[src/rtl/cfgbank_pkg.sv]
package cfgbank_pkg;
  localparam int unsigned DW        = 8;
  localparam int unsigned IO_AW     = 8;
  localparam int unsigned MEM_AW    = 22;
  localparam int unsigned WIN_W     = 5;
  localparam int unsigned LOCAL_W   = MEM_AW - WIN_W;
  localparam int unsigned OFS_W     = 4;
  localparam int unsigned N_SCRATCH = 4;

  // register offsets inside the bank
  localparam logic [OFS_W-1:0] OFS_REV   = 4'd0;
  localparam logic [OFS_W-1:0] OFS_MINOR = 4'd1;
  localparam logic [OFS_W-1:0] OFS_MAJOR = 4'd2;
  localparam logic [OFS_W-1:0] OFS_SCR0  = 4'd3;
  localparam logic [OFS_W-1:0] OFS_DEV   = 4'd7;
  localparam logic [OFS_W-1:0] OFS_WIN   = 4'd8;

  // bank decode: upper address bits equal the upper bits of the base
  function automatic logic io_in_bank(input logic [IO_AW-1:0] addr,
                                      input logic [IO_AW-1:0] base);
    return addr[IO_AW-1:OFS_W] == base[IO_AW-1:OFS_W];
  endfunction

  // window match: each high address line must equal the register bit
  function automatic logic win_match(input logic [MEM_AW-1:0] addr,
                                     input logic [WIN_W-1:0]  win);
    return (addr[MEM_AW-1:LOCAL_W] ^ win) == '0;
  endfunction

  // scratch slot test
  function automatic logic is_scratch(input logic [OFS_W-1:0] ofs);
    return (ofs >= OFS_SCR0) && (ofs < OFS_SCR0 + OFS_W'(N_SCRATCH));
  endfunction
endpackage

[src/rtl/cfgbank_io_dec.sv]
module cfgbank_io_dec
  import cfgbank_pkg::*;
#(
  parameter logic [IO_AW-1:0] BASE = 8'h90
) (
  input  logic [IO_AW-1:0] io_addr,
  input  logic             io_rd,
  input  logic             io_wr,
  output logic             hit,
  output logic [OFS_W-1:0] ofs,
  output logic             rd_en,
  output logic             wr_en
);
  always_comb begin
    hit   = io_in_bank(io_addr, BASE);
    ofs   = io_addr[OFS_W-1:0];
    rd_en = hit && io_rd;
    wr_en = hit && io_wr;
  end
endmodule

[src/rtl/cfgbank_regs.sv]
module cfgbank_regs
  import cfgbank_pkg::*;
#(
  parameter logic [DW-1:0]    VER_MAJOR = 8'd1,
  parameter logic [DW-1:0]    VER_MINOR = 8'd2,
  parameter logic [DW-1:0]    VER_REV   = 8'd3,
  parameter logic [WIN_W-1:0] WIN_RESET = 5'd8
) (
  input  logic             clk,
  input  logic             rst,
  input  logic             wr_en,
  input  logic [OFS_W-1:0] ofs,
  input  logic [DW-1:0]    wdata,
  output logic [DW-1:0]    rdata,
  output logic [DW-1:0]    dev_q,
  output logic [WIN_W-1:0] win_q
);
  logic [DW-1:0] scr_q [N_SCRATCH];

  // scratch bytes, one per slot
  for (genvar k = 0; k < N_SCRATCH; k++) begin : g_scr
    localparam logic [OFS_W-1:0] MY_OFS = OFS_SCR0 + OFS_W'(k);
    always_ff @(posedge clk) begin
      if (rst)                          scr_q[k] <= '0;
      else if (wr_en && ofs == MY_OFS)  scr_q[k] <= wdata;
    end
  end

  // device select
  always_ff @(posedge clk) begin
    if (rst)                            dev_q <= '0;
    else if (wr_en && ofs == OFS_DEV)   dev_q <= wdata;
  end

  // window register keeps only its low bits
  always_ff @(posedge clk) begin
    if (rst)                            win_q <= WIN_RESET;
    else if (wr_en && ofs == OFS_WIN)   win_q <= wdata[WIN_W-1:0];
  end

  // read multiplexer
  always_comb begin
    rdata = '0;
    unique case (ofs)
      OFS_REV:   rdata = VER_REV;
      OFS_MINOR: rdata = VER_MINOR;
      OFS_MAJOR: rdata = VER_MAJOR;
      OFS_DEV:   rdata = dev_q;
      OFS_WIN:   rdata = {{(DW-WIN_W){1'b0}}, win_q};
      default: begin
        if (is_scratch(ofs)) begin
          for (int k = 0; k < N_SCRATCH; k++) begin
            if (ofs == OFS_SCR0 + OFS_W'(k)) rdata = scr_q[k];
          end
        end
      end
    endcase
  end
endmodule

[src/rtl/cfgbank_win_dec.sv]
module cfgbank_win_dec
  import cfgbank_pkg::*;
(
  input  logic [MEM_AW-1:0]  mem_addr,
  input  logic               mem_rd,
  input  logic               mem_wr,
  input  logic [WIN_W-1:0]   win_q,
  output logic               addr_match,
  output logic               mem_sel,
  output logic [LOCAL_W-1:0] mem_offset
);
  always_comb begin
    addr_match = win_match(mem_addr, win_q);
    mem_sel    = addr_match && (mem_rd || mem_wr);
    mem_offset = mem_addr[LOCAL_W-1:0];
  end
endmodule

[src/rtl/cfgbank_top.sv]
module cfgbank_top
  import cfgbank_pkg::*;
#(
  parameter logic [IO_AW-1:0] IO_BASE   = 8'h90,
  parameter logic [DW-1:0]    VER_MAJOR = 8'd1,
  parameter logic [DW-1:0]    VER_MINOR = 8'd2,
  parameter logic [DW-1:0]    VER_REV   = 8'd3,
  parameter logic [WIN_W-1:0] WIN_RESET = 5'd8
) (
  input  logic               clk,
  input  logic               rst,
  input  logic [IO_AW-1:0]   io_addr,
  input  logic               io_rd,
  input  logic               io_wr,
  input  logic [DW-1:0]      io_wdata,
  output logic [DW-1:0]      io_rdata,
  output logic               io_hit,
  input  logic [MEM_AW-1:0]  mem_addr,
  input  logic               mem_rd,
  input  logic               mem_wr,
  output logic               mem_sel,
  output logic [LOCAL_W-1:0] mem_offset,
  output logic [DW-1:0]      dev_sel
);
  logic [OFS_W-1:0] io_ofs;
  logic             io_rd_en;
  logic             io_wr_en;
  logic [DW-1:0]    reg_rdata;
  logic [WIN_W-1:0] win_q;
  logic             addr_match;

  cfgbank_io_dec #(.BASE(IO_BASE)) u_io (
    .io_addr (io_addr),
    .io_rd   (io_rd),
    .io_wr   (io_wr),
    .hit     (io_hit),
    .ofs     (io_ofs),
    .rd_en   (io_rd_en),
    .wr_en   (io_wr_en)
  );

  cfgbank_regs #(
    .VER_MAJOR (VER_MAJOR),
    .VER_MINOR (VER_MINOR),
    .VER_REV   (VER_REV),
    .WIN_RESET (WIN_RESET)
  ) u_regs (
    .clk   (clk),
    .rst   (rst),
    .wr_en (io_wr_en),
    .ofs   (io_ofs),
    .wdata (io_wdata),
    .rdata (reg_rdata),
    .dev_q (dev_sel),
    .win_q (win_q)
  );

  cfgbank_win_dec u_win (
    .mem_addr   (mem_addr),
    .mem_rd     (mem_rd),
    .mem_wr     (mem_wr),
    .win_q      (win_q),
    .addr_match (addr_match),
    .mem_sel    (mem_sel),
    .mem_offset (mem_offset)
  );

  assign io_rdata = io_rd_en ? reg_rdata : '0;
endmodule

[config.mk]
export PLATFORM = sky130hd
export DESIGN_NAME = cfgbank_top
export DESIGN_NICKNAME = d
export VERILOG_FILES = /design/src/rtl/cfgbank_pkg.sv /design/src/rtl/cfgbank_io_dec.sv /design/src/rtl/cfgbank_regs.sv /design/src/rtl/cfgbank_win_dec.sv /design/src/rtl/cfgbank_top.sv
export SDC_FILE = /design/constraint.sdc
export NUM_CORES = 1
export LEC_CHECK = 0
export ABC_AREA = 1
export BUFFER_PORTS_ARGS = -buffer_cell sky130_fd_sc_hd__buf_2
export CORE_MARGIN = 3
export CORE_UTILIZATION = 51
export CTS_CLUSTER_SIZE = 8
export DETAILED_ROUTE_END_ITERATION = 10
export GPL_ROUTABILITY_DRIVEN = 0
export GPL_TIMING_DRIVEN = 0
export PLACE_DENSITY = 0.81
export RECOVER_POWER = 25
export REMOVE_ABC_BUFFERS = 1
export SYNTH_ARGS = -nofsm -noshare
export SYNTH_HDL_FRONTEND = slang
export SYNTH_HIERARCHICAL = 1
export SYNTH_SLANG_ARGS = --single-unit
[constraint.sdc]
create_clock -name clk -period 2.1 [get_ports clk]
set_input_delay 0.105 -clock clk [delete_from_list [all_inputs] [get_ports clk]]
set_output_delay 0.105 -clock clk [all_outputs]
set_load 0.01 [all_outputs]
==> reports/results.txt, run 1 <==
outcome: completed
ant diodes: 0
critical path's largest stage delay: 350 ps
met1 Use GR: 25.3%
grt peak-use layer: met2
Pre-Repair DR Iteration Count: 4
Leak: 1.29 nW
Clock Skew: 0 ps
Avg Synthesized Cell Area: 7.72 um^2
area grow syn2layout: 7.03%
critical path data arrival time: 1530 ps
pwr dens: 612 nW/um^2
TritonCTS clock tree: yes
H-Tree Depth: 2
Die W: 76.7 um
Finish-stage setup viols: 0
vias in the first global route: 2010
Worst-Margin Slew: 811 ps
PortBufs: 44
final WL: 5580 um
Placed Area: 2650 um^2
# IOs: 79
GRT Overall Usage: 19.9%
cells along the critical path: buf_2, inv_1, nor2_4, nand3_1, nand2_1, o21ai_0, nand2_1, nand2_1, inv_1, buf_2
Die Ht: 76.7 um
setup TNS: 0 ps
Fmax achieved: 612 MHz
M3 GR Usage: 7.63%
# DRC: 0
Final Hold Viols: 0
endpoint class of the critical path: primary output
CP top delay family: simple AND/OR/NAND/NOR gates
pin count of the biggest net entering global routing: 19
finished layout cell area: 2730 um^2
max-cap violations: 0
Via density: 5.10
share of cells above drive strength 1: 16.4%
worst skew pair latency: 300 ps
Detail Placement HPWL: 4310 um
Pins Over Slew Limit: 0
Die ar.: 5880 um^2
met2 Usage GRT: 31.5%
Worst Setup Path Type: in2out
Worst slew margin: 45.9%
post-route ant nets: 0
Max stage delay cell, worst path: nand3_1
worst min-delay path class: in2reg
CP startpoint kind: input pin
Row Count: 25
Reg clk slew, reported paths: 90 ps
clk sinks: 45
period utilisation layout: 77.8%
Root Buffer: clkbuf_8
Nets: 396
vias: 2143
wire per inst: 13.3 um
Initial Util: 53.2%
Core Area: 4790 um^2
synth warn: 6
crit-path max FO: 16
initial antenna violation count: 0
CTS Buf Count: 5
Peak VDD IR: 0.561 mV
First DRT Iteration DRCs: 146
Worst Path Required: 2000 ps
CP most frequent cell: nand2_1
Clock Tree Buf Depth: 2
GRT Residual Overflow: 0
CTS Hold Bufs: 0
synthesized cell area: 2550 um^2
Gate Count Post-Synth: 330
crit path buf inv count: 4
unrepaired setup endpoints after global routing: false
first-pass GRT wire length: 9170 um
min Tclk post-route: 1630 ps
-- area by class of cell --
cell class,instances,area [um^2]
clock buffer,5,68.8
clock inverter,3,21.3
fill,463,2060
inverter,51,191
multi-input combinational,205,930
sequential,45,1220
tap,67,83.8
timing repair buffer,44,209
-- repair_timing --
item,in CTS,in global routing
resized for setup,0,1
setup buffers,0,0
setup endpoints to repair,0,19
endpoints found under the hold margin,0,0
-- report_power, final --
| part | internal [mW] | total [mW] | switching, mW | leakage [nW] |
|---|---|---|---|---|
| Combinational | 0.0445 | 0.149 | 0.105 | 0.835 |
| Sequential | 0.979 | 0.987 | 0.00863 | 0.409 |
| Clock | 0.236 | 0.532 | 0.296 | 0.0462 |
| Total | 1.26 | 1.67 | 0.409 | 1.29 |
-- layout by cell type, fill, tap and decap left out, drive strengths merged --
master,instances
a21oi,12
buf,35
clkbuf,14
clkinv,2
dfxtp,13
edfxtp,32
inv,52
nand2,84
nand3,37
nand4,1
nor2,52
nor3,2
o211ai,1
o21ai,13
o22ai,2
xnor2,1
-- metal layers --
layer / vias to the layer above / part of all wire [%]
li1: 1063 / -
met1: 972 / 43
met2: 96 / 46
met3: 12 / 9.3
met4: 0 / 2.0
met5: - / 0
-- flip-flops by register name, indices dropped and copies added (netlist names) --
| signal | count |
|---|---|
| u_regs/scr_q | 32 |
| u_regs/dev_q | 8 |
| u_regs/win_q | 5 |
-- metrics by stage --
stage / setup slack [ps] / utilization (%) / hold slack (ps) / power [mW] / cells
floorplan: 475 / - / 174 / 1.09 / 301
global placement: -96.2 / 55.3 / 210 / 1.15 / 412
detailed placement: -175 / 55.3 / 210 / 1.16 / 412
CTS: 134 / 57.2 / 53.9 / 1.68 / 420
global route: 266 / 56.9 / 61.3 / 1.74 / 420
finish: 465 / 56.9 / 65.8 / 1.67 / 420
-- path summary, 6_finish.rpt --
path / slack, ps / endpoint / startpoint / cells past startpoint
worst min-delay path: 70 / u_regs/dev_q[5] / rst / 2
worst min register to register: 480 / u_regs/win_q[4] / u_regs/win_q[4] / 2
worst max register to register: 1440 / u_regs/dev_q[4] / u_regs/dev_q[4] / 2
worst max-delay path: 470 / io_rdata[6] / io_addr[2] / 10
-- worst reg2reg max path, delay by kind of cell, from the launching register on --
family	cells	cell delay (ps)
simple gates	1	60
compound gates	1	160
flops	1	370
Note: power is estimated with default switching activity, not from simulation.
==> run 2: changes to the inputs <==
--- a/config.mk
+++ b/config.mk
@@ -8,12 +8,12 @@
 export ABC_AREA = 1
 export BUFFER_PORTS_ARGS = -buffer_cell sky130_fd_sc_hd__buf_2
 export CORE_MARGIN = 3
-export CORE_UTILIZATION = 51
+export CORE_UTILIZATION = 46
 export CTS_CLUSTER_SIZE = 8
 export DETAILED_ROUTE_END_ITERATION = 10
 export GPL_ROUTABILITY_DRIVEN = 0
 export GPL_TIMING_DRIVEN = 0
-export PLACE_DENSITY = 0.81
+export PLACE_DENSITY = 0.77
 export RECOVER_POWER = 25
 export REMOVE_ABC_BUFFERS = 1
 export SYNTH_ARGS = -nofsm -noshare
==> constraint.sdc (replaced) <==
create_clock -name clk -period 1.35 [get_ports clk]
set_input_delay 0.0675 -clock clk [delete_from_list [all_inputs] [get_ports clk]]
set_output_delay 0.0675 -clock clk [all_outputs]
set_load 0.01 [all_outputs]
==> run 2 against run 1 <==
Against the previous run: register-to-register slack worse by 730 ps; combinational power rose by 83%; sequential power up 56%; sequential cell count unchanged; die area grew 10%; critical path depth shrank 3; routed wire length is 7.7% higher; setup slack worse by 450 ps; first-iteration DRC count is 8.2% lower; sequential share of layout area is 2.4 points lower; critical path type is now reg2out; critical endpoint is now io_rdata[5].
==> reports/results.txt, run 2 (synthesis gave the netlist of run 1 again) <==
unrepaired setup endpoints after global routing: true
Reg area: 1220 um^2 (+0.20%)
FF-to-FF End: u_regs/dev_q[7]
period utilisation layout: 99.0%
min-delay src: io_wdata[2]
Switch Pwr: 630 uW (+54%)
Worst Setup Path Type: reg2out
Worst-Margin Slew: 435 ps (-376 ps)
clk sinks: 45 (unchanged)
hold path cells: 3 (+1)
endpoint class of the critical path: primary output
R2R depth: 2 (unchanged)
Row Count: 26 (+4.0%)
share of cells above drive strength 1: 22.5% (+6.1 points)
Die ar.: 6460 um^2 (+10%)
fill count: 485 (+4.8%)
Biggest register: u_regs/scr_q
H-Tree Depth: 2 (unchanged)
vias in the first global route: 1980 (-1.5%)
area grow syn2layout: 13.4%
commonest non-fill, non-tap cells in the layout: 81 x nand2_1, 49 x inv_1, 41 x nor2_1
Clock Skew: 0 ps (unchanged)
final WL: 6000 um (+7.7%)
GRT Residual Overflow: 0 (unchanged)
First DRT Iteration DRCs: 134 (-8.2%)
CTS Hold Bufs: 0 (unchanged)
Place WS: -910 ps (-735 ps)
Core Area: 5240 um^2 (+9.4%)
pwr dens: 905 nW/um^2 (+48%)
Final Hold Viols: 0 (unchanged)
outcome: completed
crit-path max FO: 1 (-15)
Initial Util: 48.6% (-4.6 points)
# DRC: 0 (unchanged)
Sw Ratio: 24.1% (-0.40 points)
Die Ht: 80.4 um (+4.9%)
Sequential Power Share: 58.8% (-0.4 points)
top flop regs: u_regs/scr_q: 32 flops, u_regs/dev_q: 8 flops, u_regs/win_q: 5 flops
critical path data arrival time: 1270 ps (-260 ps)
Clock Tree Buf Depth: 2 (unchanged)
Worst slew margin: 71.0% (+25 points)
max-cap violations: 0 (unchanged)
RR Startpoint: u_regs/dev_q[7]
CTS Buf Count: 5 (unchanged)
Peak VDD IR: 0.552 mV (-1.6%)
Die W: 80.4 um (+4.9%)
worst min-delay path class: in2reg
post-route ant nets: 0 (unchanged)
GRT Overall Usage: 18.7% (-1.3 points)
post-route worst setup slack: 13.2 ps (-452 ps)
Nets: 407 (+2.8%)
worst skew pair latency: 290 ps (about the same)
ant diodes: 0 (unchanged)
Cell Int Power: 1.98 mW (+57%)
Leak: 1.36 nW (+5.3%)
Pre-Repair DR Iteration Count: 4 (unchanged)
most common cell after layout, fill and taps aside: nand2_1
Root Buffer: clkbuf_8
Reg clk slew, reported paths: 80 ps (about the same)
max reg flops: 32 (unchanged)
clock group share of total power: 30.8% (-1.1 points)
total power: 2.61 mW (+57%)
vias: 2210 (+3.1%)
CP startpoint kind: register
setup TNS: 0 ps (unchanged)
area taken by multi-input logic gates: 975 um^2 (+4.8%)
PortBufs: 44 (unchanged)
pin count of the biggest net entering global routing: 19 (unchanged)
initial antenna violation count: 0 (unchanged)
Worst Path Required: 1280 ps (-720 ps)
Finish-stage setup viols: 0 (unchanged)
Worst Hold End: u_regs/dev_q[2]
Detail Placement HPWL: 4440 um (+3.0%)
wire per inst: 13.8 um (+4.2%)
Fmax achieved: 748 MHz
Comb power frac: 10.4% (+1.5 points)
TritonCTS clock tree: yes
# IOs: 79 (unchanged)
min Tclk post-route: 1340 ps
first-pass GRT wire length: 8960 um (-2.3%)
Via density: 5.09 (-0.20%)
Pins Over Slew Limit: 0 (unchanged)
worst reg2reg setup slack: 710 ps (-730 ps)
==> run 2: worst max-delay path by stage <==
stage                                   from                  to  slack (ps)  cells after the start
after global placement            io_addr[5]  u_regs/scr_q[1][1]        -870                      6
after CTS                 u_regs/scr_q[1][2]         io_rdata[2]           2                      7
after floorplan                   io_addr[5]  u_regs/scr_q[0][0]        -240                      5
after global routing      u_regs/scr_q[1][5]         io_rdata[5]         -60                      7
final                     u_regs/scr_q[1][5]         io_rdata[5]          10                      7
after detailed placement          io_addr[5]  u_regs/scr_q[1][2]        -910                      6
==> run 2: through the flow <==
stage,utilization (%),std cells,hold slack [ps],area (um^2)
final,55.1,434,50.2,2890
after global routing,55.1,434,67.1,2890
after CTS,52.7,425,45.1,2760
after detailed placement,50.6,415,135,2650
after global placement,50.6,415,135,2650
after floorplan,-,301,135,2340
==> run 2: per-layer routing <==
layer  track usage, %  wire length, um  vias to the layer above
met1             23.8             2530                     1016
met4             6.93              125                        0
met5                0                0                        -
met3             5.72              525                       11
met2             29.8             2830                       98
li1                 -                -                     1085
==> run 2: worst max-delay path: stages, from the launching register on <==
cell and delay, ps:
edfxtp_1 380, nand3_1 80, nand2_1 70, o21ai_1 160, nand2_1 70, nand2_1 60
inv_1 30, buf_2 120
==> run 2: power groups by stage <==
| stage | clock [mW] | sequential [mW] | combinational [mW] |
|---|---|---|---|
| floorplan | 0 | 1.56 | 0.132 |
| global placement | 0 | 1.57 | 0.227 |
| detailed placement | 0 | 1.57 | 0.233 |
| CTS | 0.817 | 1.54 | 0.243 |
| global route | 0.877 | 1.54 | 0.301 |
| finish | 0.805 | 1.54 | 0.273 |
==> run 2: area by class of cell <==
cell class	instances	share of cell area [%]
Clock buffer	7	2.64
Clock inverter	1	0.217
Inverter	51	6.89
Multi-Input combinational cell	205	33.8
Sequential cell	45	42.4
Tap cell	70	3.03
Timing Repair Buffer	55	11.1
==> run 2: repair_timing <==
item | in CTS | in global routing
buffers inserted | 2 | 9
endpoints found under the setup margin | 85 | 17
pin swaps | 2 | 24
resized for setup | 6 | 17
gates cloned | 0 | 0
